`config.mk`:
```
export PLATFORM = sky130hd
export DESIGN_NAME = evt_mgr
export DESIGN_NICKNAME = d
export VERILOG_FILES = /design/src/rtl/evt_mgr_pkg.sv /design/src/rtl/evt_bus_port.sv /design/src/rtl/evt_pend_bank.sv /design/src/rtl/evt_lost_bank.sv /design/src/rtl/evt_irq_out.sv /design/src/rtl/evt_mgr.sv
export SDC_FILE = /design/constraint.sdc
export NUM_CORES = 1
export LEC_CHECK = 0
export BUFFER_PORTS_ARGS = -buffer_cell sky130_fd_sc_hd__buf_4
export CAP_MARGIN = 20
export CORE_UTILIZATION = 45
export DETAILED_ROUTE_END_ITERATION = 10
export GPL_ROUTABILITY_DRIVEN = 0
export GPL_TIMING_DRIVEN = 0
export PLACE_DENSITY = 0.66
export SYNTH_ARGS = -nofsm -noshare
export SYNTH_HDL_FRONTEND = slang
export SYNTH_HIERARCHICAL = 1
export SYNTH_SLANG_ARGS = --single-unit
```
`constraint.sdc`:
```
create_clock -name clk -period 1.82 [get_ports clk]
set_input_delay 0.273 -clock clk [delete_from_list [all_inputs] [get_ports clk]]
set_output_delay 0.273 -clock clk [all_outputs]
set_load 0.02 [all_outputs]
```
`src/rtl/evt_mgr_pkg.sv`:
```
package evt_mgr_pkg;
  localparam int unsigned OFS_PEND = 0;
  localparam int unsigned OFS_ENAB = 4;
  localparam int unsigned OFS_LOST = 8;

  typedef enum logic [1:0] {
    SEL_NONE = 2'd0,
    SEL_PEND = 2'd1,
    SEL_ENAB = 2'd2,
    SEL_LOST = 2'd3
  } evt_sel_e;
endpackage

```
`src/rtl/evt_bus_port.sv`:
```
module evt_bus_port
  import evt_mgr_pkg::*;
#(
  parameter int unsigned NUM_EVT = 8,
  parameter int unsigned ADDR_W  = 4
) (
  input  logic               clk,
  input  logic               rst_n,
  input  logic               bus_rd,
  input  logic               bus_wr,
  input  logic [ADDR_W-1:0]  bus_addr,
  input  logic [NUM_EVT-1:0] bus_wdata,
  input  logic [NUM_EVT-1:0] pend_i,
  input  logic [NUM_EVT-1:0] lost_i,
  output logic [NUM_EVT-1:0] enab_o,
  output logic [NUM_EVT-1:0] clr_pend_o,
  output logic [NUM_EVT-1:0] clr_lost_o,
  output logic [NUM_EVT-1:0] bus_rdata
);
  evt_sel_e           sel;
  logic [NUM_EVT-1:0] enab_q;
  logic [NUM_EVT-1:0] enab_d;
  logic               enab_en;

  // address decode
  always_comb begin
    sel = SEL_NONE;
    if (bus_addr == ADDR_W'(OFS_PEND))      sel = SEL_PEND;
    else if (bus_addr == ADDR_W'(OFS_ENAB)) sel = SEL_ENAB;
    else if (bus_addr == ADDR_W'(OFS_LOST)) sel = SEL_LOST;
  end

  // write side
  always_comb begin
    enab_en    = bus_wr && (sel == SEL_ENAB);
    enab_d     = bus_wdata;
    clr_pend_o = (bus_wr && (sel == SEL_PEND)) ? bus_wdata : '0;
    clr_lost_o = (bus_wr && (sel == SEL_LOST)) ? bus_wdata : '0;
  end

  always_ff @(posedge clk or negedge rst_n) begin
    if (!rst_n)       enab_q <= '0;
    else if (enab_en) enab_q <= enab_d;
  end

  assign enab_o = enab_q;

  // read side
  always_comb begin
    bus_rdata = '0;
    if (bus_rd) begin
      unique case (sel)
        SEL_PEND: bus_rdata = pend_i;
        SEL_ENAB: bus_rdata = enab_q;
        SEL_LOST: bus_rdata = lost_i;
        default:  bus_rdata = '0;
      endcase
    end
  end

  a_r4_enab_write: assert property (@(posedge clk) disable iff (!rst_n)
    (bus_wr && bus_addr == ADDR_W'(OFS_ENAB)) |=> (enab_q == $past(bus_wdata)));

  a_r11_unmapped_read_zero: assert property (@(posedge clk) disable iff (!rst_n)
    (bus_rd && bus_addr != ADDR_W'(OFS_PEND) && bus_addr != ADDR_W'(OFS_ENAB)
     && bus_addr != ADDR_W'(OFS_LOST)) |-> (bus_rdata == '0));

  a_r11_unmapped_write_ignored: assert property (@(posedge clk) disable iff (!rst_n)
    !(bus_wr && bus_addr == ADDR_W'(OFS_ENAB)) |=> $stable(enab_q));
endmodule

```
`src/rtl/evt_pend_bank.sv`:
```
module evt_pend_bank #(
  parameter int unsigned NUM_EVT = 8
) (
  input  logic               clk,
  input  logic               rst_n,
  input  logic [NUM_EVT-1:0] evt_i,
  input  logic [NUM_EVT-1:0] clr_i,
  output logic [NUM_EVT-1:0] pend_o
);
  logic [NUM_EVT-1:0] pend_q;
  logic [NUM_EVT-1:0] pend_d;
  logic [NUM_EVT-1:0] pend_en;

  for (genvar g = 0; g < NUM_EVT; g++) begin : g_bit
    // a new event outranks a clear in the same cycle
    assign pend_d[g]  = evt_i[g] | (pend_q[g] & ~clr_i[g]);
    assign pend_en[g] = evt_i[g] | clr_i[g];

    always_ff @(posedge clk or negedge rst_n) begin
      if (!rst_n)          pend_q[g] <= 1'b0;
      else if (pend_en[g]) pend_q[g] <= pend_d[g];
    end
  end

  assign pend_o = pend_q;

  a_r1_event_sets: assert property (@(posedge clk) disable iff (!rst_n)
    1'b1 |=> ((pend_q & $past(evt_i)) == $past(evt_i)));

  a_r2_fall_needs_clear: assert property (@(posedge clk) disable iff (!rst_n)
    1'b1 |=> (($past(pend_q) & ~pend_q & ~$past(clr_i)) == '0));

  a_r1_rise_needs_event: assert property (@(posedge clk) disable iff (!rst_n)
    1'b1 |=> ((pend_q & ~$past(pend_q) & ~$past(evt_i)) == '0));
endmodule

```
`src/rtl/evt_lost_bank.sv`:
```
module evt_lost_bank #(
  parameter int unsigned NUM_EVT = 8
) (
  input  logic               clk,
  input  logic               rst_n,
  input  logic [NUM_EVT-1:0] evt_i,
  input  logic [NUM_EVT-1:0] pend_i,
  input  logic [NUM_EVT-1:0] enab_i,
  input  logic [NUM_EVT-1:0] clr_pend_i,
  input  logic [NUM_EVT-1:0] clr_lost_i,
  output logic [NUM_EVT-1:0] lost_o,
  output logic               any_lost_o
);
  logic [NUM_EVT-1:0] lost_q;
  logic [NUM_EVT-1:0] lost_d;
  logic [NUM_EVT-1:0] hit;
  logic               lost_en;

  always_comb begin
    // a repeat is lost only if the earlier event is still unacknowledged
    hit     = evt_i & pend_i & enab_i & ~clr_pend_i;
    lost_d  = hit | (lost_q & ~clr_lost_i);
    lost_en = |(hit | clr_lost_i);
  end

  always_ff @(posedge clk or negedge rst_n) begin
    if (!rst_n)       lost_q <= '0;
    else if (lost_en) lost_q <= lost_d;
  end

  assign lost_o     = lost_q;
  assign any_lost_o = |lost_q;

  a_r10_rise_needs_pending: assert property (@(posedge clk) disable iff (!rst_n)
    1'b1 |=> ((lost_q & ~$past(lost_q) & ~($past(pend_i) & $past(enab_i) & ~$past(clr_pend_i))) == '0));

  a_r13_fall_needs_clear: assert property (@(posedge clk) disable iff (!rst_n)
    1'b1 |=> (($past(lost_q) & ~lost_q & ~$past(clr_lost_i)) == '0));

  a_r7_disabled_no_loss: assert property (@(posedge clk) disable iff (!rst_n)
    1'b1 |=> ((lost_q & ~$past(lost_q) & ~$past(enab_i)) == '0));
endmodule

```
`src/rtl/evt_irq_out.sv`:
```
module evt_irq_out #(
  parameter int unsigned NUM_EVT = 8
) (
  input  logic               clk,
  input  logic               rst_n,
  input  logic [NUM_EVT-1:0] pend_i,
  input  logic [NUM_EVT-1:0] enab_i,
  output logic               irq_o
);
  logic irq_q;
  logic irq_d;
  logic irq_en;

  always_comb begin
    irq_d  = |(pend_i & enab_i);
    irq_en = (irq_d != irq_q);
  end

  always_ff @(posedge clk or negedge rst_n) begin
    if (!rst_n)      irq_q <= 1'b0;
    else if (irq_en) irq_q <= irq_d;
  end

  assign irq_o = irq_q;

  a_r6_enabled_pending_raises: assert property (@(posedge clk) disable iff (!rst_n)
    (|(pend_i & enab_i)) |=> irq_q);

  a_r5_no_source_no_irq: assert property (@(posedge clk) disable iff (!rst_n)
    !(|(pend_i & enab_i)) |=> !irq_q);
endmodule

```
`src/rtl/evt_mgr.sv`:
```
module evt_mgr #(
  parameter int unsigned NUM_EVT = 8,
  parameter int unsigned ADDR_W  = 4
) (
  input  logic               clk,
  input  logic               rst_n,
  input  logic [NUM_EVT-1:0] evt_i,
  input  logic               bus_rd,
  input  logic               bus_wr,
  input  logic [ADDR_W-1:0]  bus_addr,
  input  logic [NUM_EVT-1:0] bus_wdata,
  output logic [NUM_EVT-1:0] bus_rdata,
  output logic               irq_o,
  output logic               miss_o
);
  logic [NUM_EVT-1:0] pend;
  logic [NUM_EVT-1:0] enab;
  logic [NUM_EVT-1:0] lost;
  logic [NUM_EVT-1:0] clr_pend;
  logic [NUM_EVT-1:0] clr_lost;

  evt_bus_port #(.NUM_EVT(NUM_EVT), .ADDR_W(ADDR_W)) u_port (
    .clk(clk), .rst_n(rst_n), .bus_rd(bus_rd), .bus_wr(bus_wr),
    .bus_addr(bus_addr), .bus_wdata(bus_wdata), .pend_i(pend), .lost_i(lost),
    .enab_o(enab), .clr_pend_o(clr_pend), .clr_lost_o(clr_lost),
    .bus_rdata(bus_rdata)
  );

  evt_pend_bank #(.NUM_EVT(NUM_EVT)) u_pend (
    .clk(clk), .rst_n(rst_n), .evt_i(evt_i), .clr_i(clr_pend), .pend_o(pend)
  );

  evt_lost_bank #(.NUM_EVT(NUM_EVT)) u_lost (
    .clk(clk), .rst_n(rst_n), .evt_i(evt_i), .pend_i(pend), .enab_i(enab),
    .clr_pend_i(clr_pend), .clr_lost_i(clr_lost), .lost_o(lost),
    .any_lost_o(miss_o)
  );

  evt_irq_out #(.NUM_EVT(NUM_EVT)) u_irq (
    .clk(clk), .rst_n(rst_n), .pend_i(pend), .enab_i(enab), .irq_o(irq_o)
  );

  a_r8_irq_implies_source: assert property (@(posedge clk) disable iff (!rst_n)
    irq_o |-> $past(|(pend & enab)));
endmodule

```
# After elaboration in Yosys (flattened, before gate mapping)
# Cells that the tools add are included.
totals:
  register_bits: 25
  input_bits: 24
  output_inout_bits: 10
op_classes:
  eq_ne: 6
  mux: 7
  bitwise: 41
  n_reduce_logical: 7
ops:
  columns: ["cell", "n"]
  rows:
  - ["$and 8x8->8", 5]
  - ["$mux 8", 3]
  - ["$pmux 8 s3", 1]
  - ["$reduce_or 8->1", 3]
  - ["$not 8->8", 2]
  - ["$or 1x1->1", 16]
  - ["$or 8x8->8", 2]
  - ["$and 1x1->1", 8]
  - ["$not 1->1", 8]
  - ["$mux 2", 3]
  - ["$eq 2x2->1 const B", 2]
  - ["$eq 4x3->1 const B", 1]
  - ["$eq 4x4->1 const B", 1]
  - ["$logic_not 4->1", 1]
  - ["$logic_and 1x1->1", 3]
  - ["$eq 2x1->1 const B", 1]
  - ["$ne 1x1->1", 1]

# Longest topological paths before layout
logic_depth:
  depth_word: 11
  ltp_mapped: 5
  ltp_nobuf: 5

# Hierarchy
# Netlist, hierarchy kept.
by_module_without_submodules:
  columns: ["module", "instances", "cells_per_inst", "area_per_inst_um2", "seq_area_each_um2"]
  rows:
  - ["evt_bus_port", 1, 73, 669.4, 200.2]
  - ["evt_lost_bank", 1, 35, 356.6, 200.2]
  - ["evt_pend_bank", 1, 24, 290.3, 200.2]
  - ["evt_irq_out", 1, 6, 61.3, 25.0]

# Worst setup path after synthesis
# OpenSTA, ideal clock, no wires.
synth_path:
  kind: "input -> output"
  from: "in bus_addr[3]"
  to: "out bus_rdata[0]"
  t_arrival_ps: 1093
  required_ps: 1547
  setup_slack_ps: 454
  path_stages: 4
  path_buffers: 1
  cell_sequence: "buf_4 -> mux2i_1 -> or2_1 -> a21oi_1"
synth_via:
  elab_chain_cells: 7
synth_lines:
  columns: ["element", "line", "rtl"]
  rows:
  - ["start: declaration", "evt_mgr.sv:10", "input logic [ADDR_W-1:0] bus_addr,"]
  - ["$eq 4x4->1", "evt_bus_port.sv:30", "else if (bus_addr == ADDR_W'(OFS_LOST)) sel = SEL_LOST;"]
  - ["$mux 2", "evt_bus_port.sv:30", null]
  - ["$mux 2", "evt_bus_port.sv:29", "else if (bus_addr == ADDR_W'(OFS_ENAB)) sel = SEL_ENAB;"]
  - ["$mux 2 (*)", "evt_bus_port.sv:28", "if (bus_addr == ADDR_W'(OFS_PEND)) sel = SEL_PEND;"]
  - ["$eq 2x2->1 or $eq 2x1->1 (tied branches)", "evt_bus_port.sv:52", "unique case (sel)"]
  - ["$pmux 8 s3 (*)", "evt_bus_port.sv:52", null]
  - ["$mux 8 (*)", "evt_bus_port.sv:51", "if (bus_rd) begin"]
  - ["end: declaration", "evt_mgr.sv:12", "output logic [NUM_EVT-1:0] bus_rdata,"]
# Mark *: on every way between the ends. The rest lies on a longest branch, timed or not.

# Final worst setup path
layout_path:
  from: "reg u_pend.pend_q[4] (netlist: u_pend/pend_o[4])"
  to: "out bus_rdata[4]"
layout_via:
  elab_chain_cells: 2
layout_lines:
  columns: ["element", "line", "rtl"]
  rows:
  - ["start: declaration", "evt_pend_bank.sv:10", "logic [NUM_EVT-1:0] pend_q;"]
  - ["start signal: indexed assignment", "evt_pend_bank.sv:21", "else if (pend_en[g]) pend_q[g] <= pend_d[g];"]
  - ["$pmux 8 s3", "evt_bus_port.sv:52", null]
  - ["$mux 8", "evt_bus_port.sv:51", null]
# No other way between the ends.

==> run metrics <==
Power Dens Cells 694 nW/um2; root buffer cell clkbuf_4; fmax 613 MHz; clock power share 0.209; total leakage power 0.769 nW; remaining antenna violation count 0; Netlist cell types 22; total CTS buffers 3; initial antenna violation count 0; slew margin rel. 0.738; internal cell power 840 uW; Sum Neg Setup Slack 0 ns; row cnt 19; worst slew pin tran 0.393 ns; status finished with violations; CP max FO 4; Overflow after GRT 0; Synth Area in XOR/XNOR 0; Gate power share 0.203; Clock Skew 0.00501 ns; CTS tree yes; hold slack 0.131 ns; fin nets 201; mean area per synthesized cell 9.98 um2; clk sinks 25; Max clock buf depth 2; largest family of logic cells by synthesized area simple AND/OR/NAND/NOR gates; Sw Share 0.289; Arr. time, crit path 1.36 ns; Die X 57.3 um; mux share of post-synthesis cell area 0.124; final setup fails 0; core area 2830 um2; WL per Instance 15.0 um; Post-Syn Area 1380 um2; vias in the first global route 1164; share of cells above drive strength 1 0.284; largest net degree at the start of global routing 26; Die Span Y 57.3 um; simple-gate share of the synthesized area 0.239; Place WS 0.216 ns; Net Sw Power 341 uW; Synth Area in Adders 0; endpoint class of the critical path output pin; Clock transition at path regs 0.14 ns; startpoint types flop; # fillers 250; post-synthesis sequential area ratio 0.454; PortBufs 33; Area after DPL 1660 um2; Detail Placement HPWL 2.25 mm; Initial Util 0.487; Pwr Total 1.18 mW; Compound-Gate Fraction of Synth Area 0.124; Peak VDD IR 0.000349 V; max-slew violations 0; Ports 34; Worst EP required 1.55 ns; Final Instance Area 1700 um2; first-pass GRT wire length 5.31 mm; P&R area growth vs syn 23.5%; #FFs+latches synth 25; Synth Net Count 162; Iteration-0 DRC Markers 50; All-Layer GR Usage 0.215; antenna diode count 0; setup slack after layout 0.190 ns; cts repair resizes 0; Fin. Hold Viols 0; Die Area 3290 um2; DRT Pass-1 Iters 7; Yosys warnings 6; Clock Latency Late Sink 0.31 ns; Tcrit/Tclk final 0.896; critical path type reg -> out; Final Non-Filler Cells 207; shortest period the worst path allows 1.63 ns; post-DR vias/cell 5.45; post-route DRC violation count 2; Max-Cap Viols 0; violated checks DRC; RSZ-0062 raised after global routing false; Inst Count DP 202; Synth Instances 138; final wirelength 3.11 mm; Worst Hold Class in -> reg; Vias 1128; H-tree levels 1; part of the power in registers 0.588; fin util 0.602
==> sequential cells by signal, indices dropped and copies added (netlist names) <==
name           count
u_port/enab_o      8
u_irq/irq_o        1
u_pend/pend_o      8
u_lost/lost_o      8
==> cell usage after synthesis (all sizes together) <==
library cell	n	share of area
dfrtp	25	0.45
and2	16	0.073
inv	16	0.044
nand2	10	0.027
a21o	8	0.044
a21oi	8	0.029
mux2	8	0.065
mux2i	8	0.058
nand4b	8	0.051
o21ai	8	0.029
or2	8	0.036
a22oi	4	0.022
buf	2	0.014
nor4	2	0.0091
and4b	1	0.0073
and4bb	1	0.0091
clkbuf	1	0.0027
nand3	1	0.013
nand4	1	0.0045
nor2	1	0.0027
nor2b	1	0.0064
==> power by group through the flow <==
stage	Combinational (mW)	Clock (mW)	Sequential, mW
floorplan	0.144	0	0.684
global route	0.270	0.280	0.707
CTS	0.242	0.262	0.694
detailed placement	0.239	0	0.706
finish	0.239	0.247	0.694
global placement	0.230	0	0.703
==> metal layers <==
layer  vias to the layer above  routed length (um)  track usage
li1                        551                   -            -
met1                       547                1510        0.296
met2                        26                1460        0.350
met3                         4                 114       0.0340
met4                         0                  27       0.0662
met5                         -                   0            0
==> timing repair <==
item | CTS | global route
buffers inserted | 0 | 0
hold buffers | 1 | 0
endpoints found under the hold margin | 25 | 0
==> cell usage in the layout, fill, tap and decap left out, types with 2 or more instances in the layout <==
master and count:
buf_4 34, dfrtp_1 25, inv_1 16, and2_1 16, nand2_1 10, nand4b_1 8
o21ai_0 8, a21o_1 8, mux2i_1 8, or2_1 8, a21oi_1 8, mux2_2 8
a22oi_1 4, clkbuf_4 3, nor4_1 2
==> layout make-up <==
class	count	area (um2)	area share
Inverter	16	60.1	0.0353
Clock inverter	1	5.00	0.00294
Buffer	3	22.5	0.0132
Clock buffer	3	22.5	0.0132
Multi-Input combinational cell	94	669	0.393
Sequential cell	25	626	0.368
Tap cell	31	38.8	0.0228
Timing Repair Buffer	34	258	0.151
==> critical path: stages (launching register included) <==
cell and delay [ns]:
dfrtp_1 0.43, mux2i_1 0.08, or2_1 0.21, a21oi_1 0.16
buf_4 0.17
==> cell families (layout without fill, tap and decap cells) <==
group / count (synthesis) / after routing
DFF: 25 / 25
muxes: 16 / 16
and+or+nand+nor: 50 / 50
buffers and inverters: 19 / 57
AOI/OAI and AO/OA: 28 / 28
==> final timing paths <==
check                            startpoint          endpoint  slack [ns]  cells after the start
hold / removal                     evt_i[6]  u_pend/pend_o[6]        0.13                      2
setup reg to reg           u_pend/pend_o[0]       u_irq/irq_o        0.93                      2
min in group asynchronous             rst_n       u_irq/irq_o        0.38                      2
hold reg to reg            u_pend/pend_o[6]  u_pend/pend_o[6]        0.56                      1
max in group asynchronous             rst_n  u_pend/pend_o[7]        1.20                      2
setup / recovery           u_pend/pend_o[4]      bus_rdata[4]        0.19                      4
No activity file was read; power rests on OpenSTA's default activity.
